--- src/rtl/asram_pkg.sv ---
package asram_pkg;

  typedef enum logic [2:0] {
    ST_IDLE,
    ST_WSU,
    ST_WPL,
    ST_WREC,
    ST_RACC,
    ST_RTRN
  } st_e;

  // ceil(t/clk), never below one cycle
  function automatic int unsigned ps2cyc(input int unsigned t_ps, input int unsigned clk_ps);
    int unsigned n;
    n = (t_ps + clk_ps - 32'd1) / clk_ps;
    return (n == 32'd0) ? 32'd1 : n;
  endfunction

  function automatic int unsigned umax(input int unsigned a, input int unsigned b);
    return (a > b) ? a : b;
  endfunction

endpackage

--- src/rtl/asram_timer.sv ---
module asram_timer #(
  parameter int unsigned W = 4
) (
  input  logic         clk_i,
  input  logic         rst_ni,
  input  logic         load_i,
  input  logic [W-1:0] val_i,
  output logic         done_o
);
  logic [W-1:0] cnt_q;

  always_ff @(posedge clk_i or negedge rst_ni) begin
    if (!rst_ni)                cnt_q <= '0;
    else if (load_i)            cnt_q <= val_i;
    else if (cnt_q != '0)       cnt_q <= cnt_q - 1'b1;
  end

  assign done_o = (cnt_q == '0);
endmodule

--- src/rtl/asram_dpath.sv ---
module asram_dpath #(
  parameter int unsigned AW = 19,
  parameter int unsigned DW = 8
) (
  input  logic          clk_i,
  input  logic          rst_ni,
  input  logic          acc_i,
  input  logic [AW-1:0] addr_i,
  input  logic [DW-1:0] wdata_i,
  input  logic          cap_i,
  input  logic [DW-1:0] dq_i,
  output logic [AW-1:0] addr_o,
  output logic [DW-1:0] wdata_o,
  output logic [DW-1:0] rdata_o,
  output logic          rvalid_o
);
  always_ff @(posedge clk_i or negedge rst_ni) begin
    if (!rst_ni) begin
      addr_o  <= '0;
      wdata_o <= '0;
    end else if (acc_i) begin
      addr_o  <= addr_i;
      wdata_o <= wdata_i;
    end
  end

  always_ff @(posedge clk_i or negedge rst_ni) begin
    if (!rst_ni) begin
      rdata_o  <= '0;
      rvalid_o <= 1'b0;
    end else begin
      rvalid_o <= cap_i;
      if (cap_i) rdata_o <= dq_i;
    end
  end
endmodule

--- src/rtl/asram_ctrl.sv ---
module asram_ctrl
  import asram_pkg::*;
#(
  parameter int unsigned ADDR_W    = 19,
  parameter int unsigned DATA_W    = 8,
  parameter int unsigned CLK_PS    = 10000,
  parameter int unsigned T_AS_PS   = 0,
  parameter int unsigned T_WP_PS   = 8000,
  parameter int unsigned T_DW_PS   = 6000,
  parameter int unsigned T_WR_PS   = 0,
  parameter int unsigned T_WC_PS   = 10000,
  parameter int unsigned T_AA_PS   = 10000,
  parameter int unsigned T_RC_PS   = 10000,
  parameter int unsigned T_OHZ_PS  = 4000
) (
  input  logic              clk_i,
  input  logic              rst_ni,
  input  logic              req_i,
  input  logic              wr_i,
  input  logic [ADDR_W-1:0] addr_i,
  input  logic [DATA_W-1:0] wdata_i,
  output logic              ready_o,
  output logic [DATA_W-1:0] rdata_o,
  output logic              rvalid_o,
  output logic [ADDR_W-1:0] sram_addr_o,
  output logic [DATA_W-1:0] sram_dq_o,
  output logic              sram_dq_oe_o,
  input  logic [DATA_W-1:0] sram_dq_i,
  output logic              sram_ce_no,
  output logic              sram_we_no,
  output logic              sram_oe_no
);
  localparam int unsigned NAS   = ps2cyc(T_AS_PS, CLK_PS);
  localparam int unsigned NPW   = umax(ps2cyc(T_WP_PS, CLK_PS), ps2cyc(T_DW_PS, CLK_PS));
  localparam int unsigned NWR   = ps2cyc(T_WR_PS, CLK_PS);
  localparam int unsigned NWC   = ps2cyc(T_WC_PS, CLK_PS);
  localparam int unsigned NREC  = (NWC > NAS + NPW + NWR) ? (NWC - NAS - NPW) : NWR;
  localparam int unsigned NACC  = umax(ps2cyc(T_AA_PS, CLK_PS), ps2cyc(T_RC_PS, CLK_PS));
  localparam int unsigned NOHZ  = ps2cyc(T_OHZ_PS, CLK_PS);
  localparam int unsigned NMAX  = umax(umax(umax(NAS, NPW), umax(NREC, NACC)), NOHZ);
  localparam int unsigned CNT_W = (NMAX > 1) ? $clog2(NMAX) : 1;

  st_e              st_q, st_d;
  logic             ld, done, acc, cap;
  logic [CNT_W-1:0] ld_val;

  asram_timer #(.W(CNT_W)) u_timer (
    .clk_i  (clk_i),
    .rst_ni (rst_ni),
    .load_i (ld),
    .val_i  (ld_val),
    .done_o (done)
  );

  asram_dpath #(.AW(ADDR_W), .DW(DATA_W)) u_dpath (
    .clk_i    (clk_i),
    .rst_ni   (rst_ni),
    .acc_i    (acc),
    .addr_i   (addr_i),
    .wdata_i  (wdata_i),
    .cap_i    (cap),
    .dq_i     (sram_dq_i),
    .addr_o   (sram_addr_o),
    .wdata_o  (sram_dq_o),
    .rdata_o  (rdata_o),
    .rvalid_o (rvalid_o)
  );

  always_comb begin
    st_d   = st_q;
    ld     = 1'b0;
    ld_val = '0;
    acc    = 1'b0;
    cap    = 1'b0;
    unique case (st_q)
      ST_IDLE: if (req_i) begin
        acc = 1'b1;
        ld  = 1'b1;
        if (wr_i) begin
          st_d   = ST_WSU;
          ld_val = CNT_W'(NAS - 1);
        end else begin
          st_d   = ST_RACC;
          ld_val = CNT_W'(NACC - 1);
        end
      end
      ST_WSU: if (done) begin
        st_d   = ST_WPL;
        ld     = 1'b1;
        ld_val = CNT_W'(NPW - 1);
      end
      ST_WPL: if (done) begin
        st_d   = ST_WREC;
        ld     = 1'b1;
        ld_val = CNT_W'(NREC - 1);
      end
      ST_WREC: if (done) st_d = ST_IDLE;
      ST_RACC: if (done) begin
        cap    = 1'b1;
        st_d   = ST_RTRN;
        ld     = 1'b1;
        ld_val = CNT_W'(NOHZ - 1);
      end
      ST_RTRN: if (done) st_d = ST_IDLE;
      default: st_d = ST_IDLE;
    endcase
  end

  always_ff @(posedge clk_i or negedge rst_ni) begin
    if (!rst_ni) st_q <= ST_IDLE;
    else         st_q <= st_d;
  end

  assign ready_o      = (st_q == ST_IDLE);
  assign sram_ce_no   = (st_q == ST_IDLE) || (st_q == ST_RTRN);
  assign sram_we_no   = (st_q != ST_WPL);
  assign sram_oe_no   = (st_q != ST_RACC);
  assign sram_dq_oe_o = (st_q == ST_WSU) || (st_q == ST_WPL) || (st_q == ST_WREC);

  p_ready_standby_r2: assert property (@(posedge clk_i) disable iff (!rst_ni)
    ready_o |-> (sram_ce_no && !sram_dq_oe_o));

  p_we_needs_ce_r3: assert property (@(posedge clk_i) disable iff (!rst_ni)
    !sram_we_no |-> (!sram_ce_no && sram_oe_no && sram_dq_oe_o));

  p_addr_stable_r4: assert property (@(posedge clk_i) disable iff (!rst_ni)
    (!sram_ce_no && $past(!sram_ce_no)) |-> $stable(sram_addr_o));

  p_we_rise_addr_r4: assert property (@(posedge clk_i) disable iff (!rst_ni)
    $rose(sram_we_no) |-> (!sram_ce_no && $stable(sram_addr_o)));

  p_rvalid_src_r7: assert property (@(posedge clk_i) disable iff (!rst_ni)
    rvalid_o |-> $past(!sram_oe_no));

  p_rvalid_pulse_r7: assert property (@(posedge clk_i) disable iff (!rst_ni)
    rvalid_o |=> !rvalid_o);

  p_no_contention_r8: assert property (@(posedge clk_i) disable iff (!rst_ni)
    sram_dq_oe_o |-> sram_oe_no);

  p_turn_gap_r8: assert property (@(posedge clk_i) disable iff (!rst_ni)
    $rose(sram_oe_no) |=> (!sram_dq_oe_o && sram_ce_no));

endmodule

--- config.mk ---
export PLATFORM = sky130hd
export DESIGN_NAME = asram_ctrl
export DESIGN_NICKNAME = d
export VERILOG_FILES = /design/src/rtl/asram_pkg.sv /design/src/rtl/asram_timer.sv /design/src/rtl/asram_dpath.sv /design/src/rtl/asram_ctrl.sv
export SDC_FILE = /design/constraint.sdc
export NUM_CORES = 1
export LEC_CHECK = 0
export BUFFER_PORTS_ARGS = -buffer_cell sky130_fd_sc_hd__buf_2
export CAP_MARGIN = 20
export CORE_ASPECT_RATIO = 2
export CORE_MARGIN = 3
export CORE_UTILIZATION = 44
export DETAILED_ROUTE_END_ITERATION = 8
export PLACE_DENSITY = 0.75
export SLEW_MARGIN = 20
export SYNTH_ARGS = -nofsm -noshare
export SYNTH_HDL_FRONTEND = slang
export SYNTH_SLANG_ARGS = --single-unit
--- constraint.sdc ---
create_clock -name clk_i -period 1.94 [get_ports clk_i]
set_input_delay 0.485 -clock clk_i [delete_from_list [all_inputs] [get_ports clk_i]]
set_output_delay 0.485 -clock clk_i [all_outputs]
set_load 0.02 [all_outputs]
* After elaboration in Yosys (flattened, before gate mapping)
Cells that the tools add are included. W data, S select, Z words.
Word-level totals: register bits 40, logic and storage cells 40
Operators by class: add/sub/neg operators 1, eq/ne operators 12, muxes and demuxes 14, reductions and logical operators 7
Operators by type and width (number):
- $mux W3 | 6
- $pmux W3 S5 | 1
- $ne A2 B2 Y1 const B | 5
- $eq A3 B2 Y1 const B | 2
- $eq A3 B3 Y1 const B | 2
- $mux W1 | 6
- $reduce_and A5 Y1 | 1
- $eq A3 B1 Y1 const B | 1
- $logic_not A3 Y1 | 1
- $logic_or A1 B1 Y1 | 3
- $ne A3 B2 Y1 const B | 1
- $ne A3 B3 Y1 const B | 1
- $reduce_or A3 Y1 | 1
- $pmux W1 S2 | 1
- $reduce_or A2 Y1 | 1
- $sub A1 B1 Y1 const B | 1

* Depth between registers and ports, before layout
depth in word-level cells 4, depth in mapped cells 4, mapped depth without buffers 2

* Hierarchy
Synthesis repeated with hierarchy kept, for this count alone.
Unflattened totals: cell total of the unflattened synthesis 109, area, all modules 1749.2 um^2
By module, submodules not included:
- asram_dpath | times used 1, cells an instance 75, area each 1426.4 um^2, sequential area each 900.9 um^2
- asram_ctrl | times used 1, cells an instance 31, area each 287.8 um^2, sequential area each 75.1 um^2
- asram_timer | times used 1, cells an instance 3, area each 35.0 um^2, sequential area each 25.0 um^2

* Worst setup path after synthesis
OpenSTA, ideal clock, no wires.
path kind reg-to-reg, from reg st_q[0], to reg u_dpath.addr_o[10], library setup time 125 ps, arrival 1543 ps, data required time 1815 ps, path slack 273 ps, cell stages (with the launch flop) 5, path buffers 2, period minus slack after synthesis 1667 ps, cells stage by stage dfrtp_1 -> buf_2 -> nor4b_4 -> buf_6 -> mux2_2
On the way: word-level cells in the longest chain between the ends 2
Ends and longest elaborated chain:
- start, declared | line asram_ctrl.sv:43 | st_e st_q, st_d;
- start signal, assigned | line asram_ctrl.sv:111 | else st_q <= st_d;
- $logic_not A3 Y1 | line asram_ctrl.sv:75 | unique case (st_q)
- $mux W1 | line asram_ctrl.sv:75
- end signal, assigned | line asram_dpath.sv:22 | addr_o <= addr_i;
- end, declared | line asram_dpath.sv:12 | output logic [AW-1:0] addr_o,
No other way between the ends. A chain may end at the register's enable or synchronous reset.

* Worst setup path after layout
from reg st_q[0], to out sram_we_no
On the way: word-level cells in the longest chain between the ends 1
Ends and longest elaborated chain:
- $ne A3 B2 Y1 | line asram_ctrl.sv:116 | assign sram_we_no = (st_q != ST_WPL);
- end, declared | line asram_ctrl.sv:30 | output logic sram_we_no,
No other way between the ends.

==> impl_metrics.env <==
export IMPL_run_status="finished clean"
export IMPL_drive_gt1_frac=0.714
export IMPL_grt_first_pass_wirelength_um=4550
export IMPL_synth_most_common_cell="dfrtp_1"
export IMPL_gp_congestion=0.829
export IMPL_synth_area_leaders="dfrtp_1, mux2_2, buf_6, nor4b_4, buf_2"
export IMPL_crit_required_ps=1450
export IMPL_syn_area_per_cell_um2=16.1
export IMPL_yosysWarnings=0
export IMPL_timing_final_ws_setup_ps=74.3
export IMPL_syn_area_um2=1530
export IMPL_synth_simple_gate_area_frac=0.0434
export IMPL_grt_max_degree=40
export IMPL_critical_path_max_fanout=8
export IMPL_skew_ps=3.32
export IMPL_antenna_found_initial=0
export IMPL_areaGrowthSynthToFinish_pct=34.5
export IMPL_grt_use_total=0.152
export IMPL_cp_num_buf_inv=1
export IMPL_ir_worst_vdd_v=0.00101
export IMPL_drt_iter0_drc=8
export IMPL_vias=1074
export IMPL_synth_compound_area_frac=0.0147
export IMPL_drc_errors=0
export IMPL_die_h_um=89.4
export IMPL_cp_arrival_ps=1380
export IMPL_synth_cells=95
export IMPL_rsz0062_at_grt="false"
export IMPL_synth_fa_ha_area_frac=0
export IMPL_die_area_um2=4260
export IMPL_drt_total_wl_um=3030
export IMPL_slowest_stage="dfrtp_2"
export IMPL_synth_top_family_by_area="multiplexers"
export IMPL_crit_path_end_kind="primary output"
export IMPL_seq_area_um2=980
export IMPL_cap_violations=0
export IMPL_synthXorXnorAreaFrac=0.0115
export IMPL_dp_slack_ps=303
export IMPL_maxSlewViolCount=0
export IMPL_power_per_cell_area_nw_per_um2=1840
export IMPL_synth_ff_type="dfrtp_1"
export IMPL_yosysUniqueCellTypes=16
export IMPL_dr_pass1_iters=3
export IMPL_synth_top_area_frac=0.638
export IMPL_critPathTopFamily="flip-flops"
export IMPL_synth_seq_cells=39
export IMPL_fmax_mhz=536
export IMPL_clockBufferDepth=2
export IMPL_synth_edff_count=0
export IMPL_setup_viol=0
export IMPL_nFillCells=271
export IMPL_clk_pin_slew_ps=70
export IMPL_grt_remaining_overflow=0
export IMPL_ant_nets=0
export IMPL_cpPeakStageDelay_ps=480
export IMPL_insertedDiodeCount=0
export IMPL_root_buffer="clkbuf_8"
export IMPL_fin_crit_sh=0.962
export IMPL_synthMuxAreaShare=0.258
export IMPL_path_cells="or3b_2 > buf_2"
export IMPL_hold_path_class="in -> async"
export IMPL_async_flop_share=1.00
export IMPL_io_pins=80
export IMPL_cts_sink_count=39
export IMPL_multi_input_area_um2=500
export IMPL_postCtsHoldBufs=0
export IMPL_routed_via_density=5.04
export IMPL_p_leak_nw=1.03
export IMPL_placed_area_um2=1940
export IMPL_place_hpwl_um=2330
export IMPL_period_minus_slack_ps=1870
export IMPL_worstSetupPathType="reg -> out"
export IMPL_core_area_um2=3270
export IMPL_postLayoutCoreUtil=0.630
export IMPL_hold_viol=0
export IMPL_syn_nets=134
export IMPL_cts_max_level=2
export IMPL_cts_tree="built"
export IMPL_nNetsFinal=220
export IMPL_clkLatencyLatePin_ps=280
export IMPL_routedWlPerCell_um=14.2
export IMPL_synth_area_leader_cell="dfrtp_1"
export IMPL_io_buffers=79
export IMPL_ys_seq_area_frac=0.638
export IMPL_final_area_um2=2060
export IMPL_dieWidth_um=47.7
export IMPL_max_slew_margin_rel=0.448
export IMPL_netlist_top_cells_count="dfrtp_1, mux2_2, nor2_1"
export IMPL_cts_buffers=5
export IMPL_initial_core_util=0.468
export IMPL_grt_pass1_vias=1012
export IMPL_rows=29
export IMPL_start_kind="flop"
export IMPL_worst_slew_pin_slew_ps=829
export IMPL_setup_tns_ps=0
-- metal layers --
layer / global-route usage / wire length (um) / part of all wire / vias to the layer above
met5: 0 / 0 / 0 / -
met3: 0.0423 / 213 / 0.070 / 6
li1: - / - / - / 499
met4: 0.0735 / 60 / 0.020 / 0
met2: 0.258 / 1720 / 0.57 / 54
met1: 0.163 / 1030 / 0.34 / 515
-- where the power goes --
part	switching [mW]	internal, mW	total (mW)
combinational	0.994	0.820	1.81
sequential	0.243	1.23	1.47
clock	0.252	0.252	0.504
-- cell families after synthesis --
logic type / Yosys count
compound gates: 3
xor+xnor: 2
buf+inv: 7
flops: 39
mux: 35
simple gates: 9
-- area by class of cell --
class,count,area share
inverters,1,0.00182
repair buffers,85,0.220
clock buffers,7,0.0371
multi-input cells,49,0.243
flip-flops and latches,39,0.476
clock inverters,1,0.00243
well taps,31,0.0189
-- cell usage in the layout (no fill, tap or decap), types with 2 or more instances in the layout --
cell type  count
buf_4          5
dfrtp_2        3
mux2_2        34
clkbuf_8       5
nor2_1         4
buf_2         79
clkbuf_1       2
dfrtp_1       36
a211oi_1       2
-- timing repair --
| item | 4_1_cts | 5_1_grt |
|---|---|---|
| gates resized for setup | 2 | 1 |
| endpoints found under the hold margin | 0 | 0 |
| pin swaps | 0 | 0 |
| buffers inserted | 0 | 4 |
| setup endpoints to repair | 1 | 1 |
-- registers in the layout, indices dropped and copies added (netlist names) --
name and flops:
u_dpath.addr_o 19, u_dpath.rdata_o 8, u_dpath.wdata_o 8, st_q 3, u_dpath.rvalid_o 1
-- path summary, 6_finish.rpt --
| path | start | to | slack [ps] | depth (start not counted) |
|---|---|---|---|---|
| worst min register to register | u_dpath.addr_o[9]$_DFFE_PN0P_ | u_dpath.addr_o[9]$_DFFE_PN0P_ | 490 | 1 |
| worst max register to register | st_q[2]$_DFFE_PN0P_ | u_dpath.wdata_o[4]$_DFFE_PN0P_ | 320 | 4 |
| worst max-delay path | st_q[0]$_DFFE_PN0P_ | sram_we_no | 70 | 2 |
| min in group clk_i | addr_i[9] | u_dpath.addr_o[9]$_DFFE_PN0P_ | 430 | 2 |
| max in group asynchronous | rst_ni | st_q[2]$_DFFE_PN0P_ | 1060 | 1 |
| worst min-delay path | rst_ni | u_dpath.addr_o[4]$_DFFE_PN0P_ | 300 | 1 |
-- through the flow --
step	total power, mW	hold WS [ps]	cells
after floorplan	2.69	189	95
after global placement	3.22	470	201
after detailed placement	3.29	479	201
after CTS	3.81	321	209
after global routing	4.06	353	213
final	3.79	298	213
No activity file was read; power rests on OpenSTA's default activity.
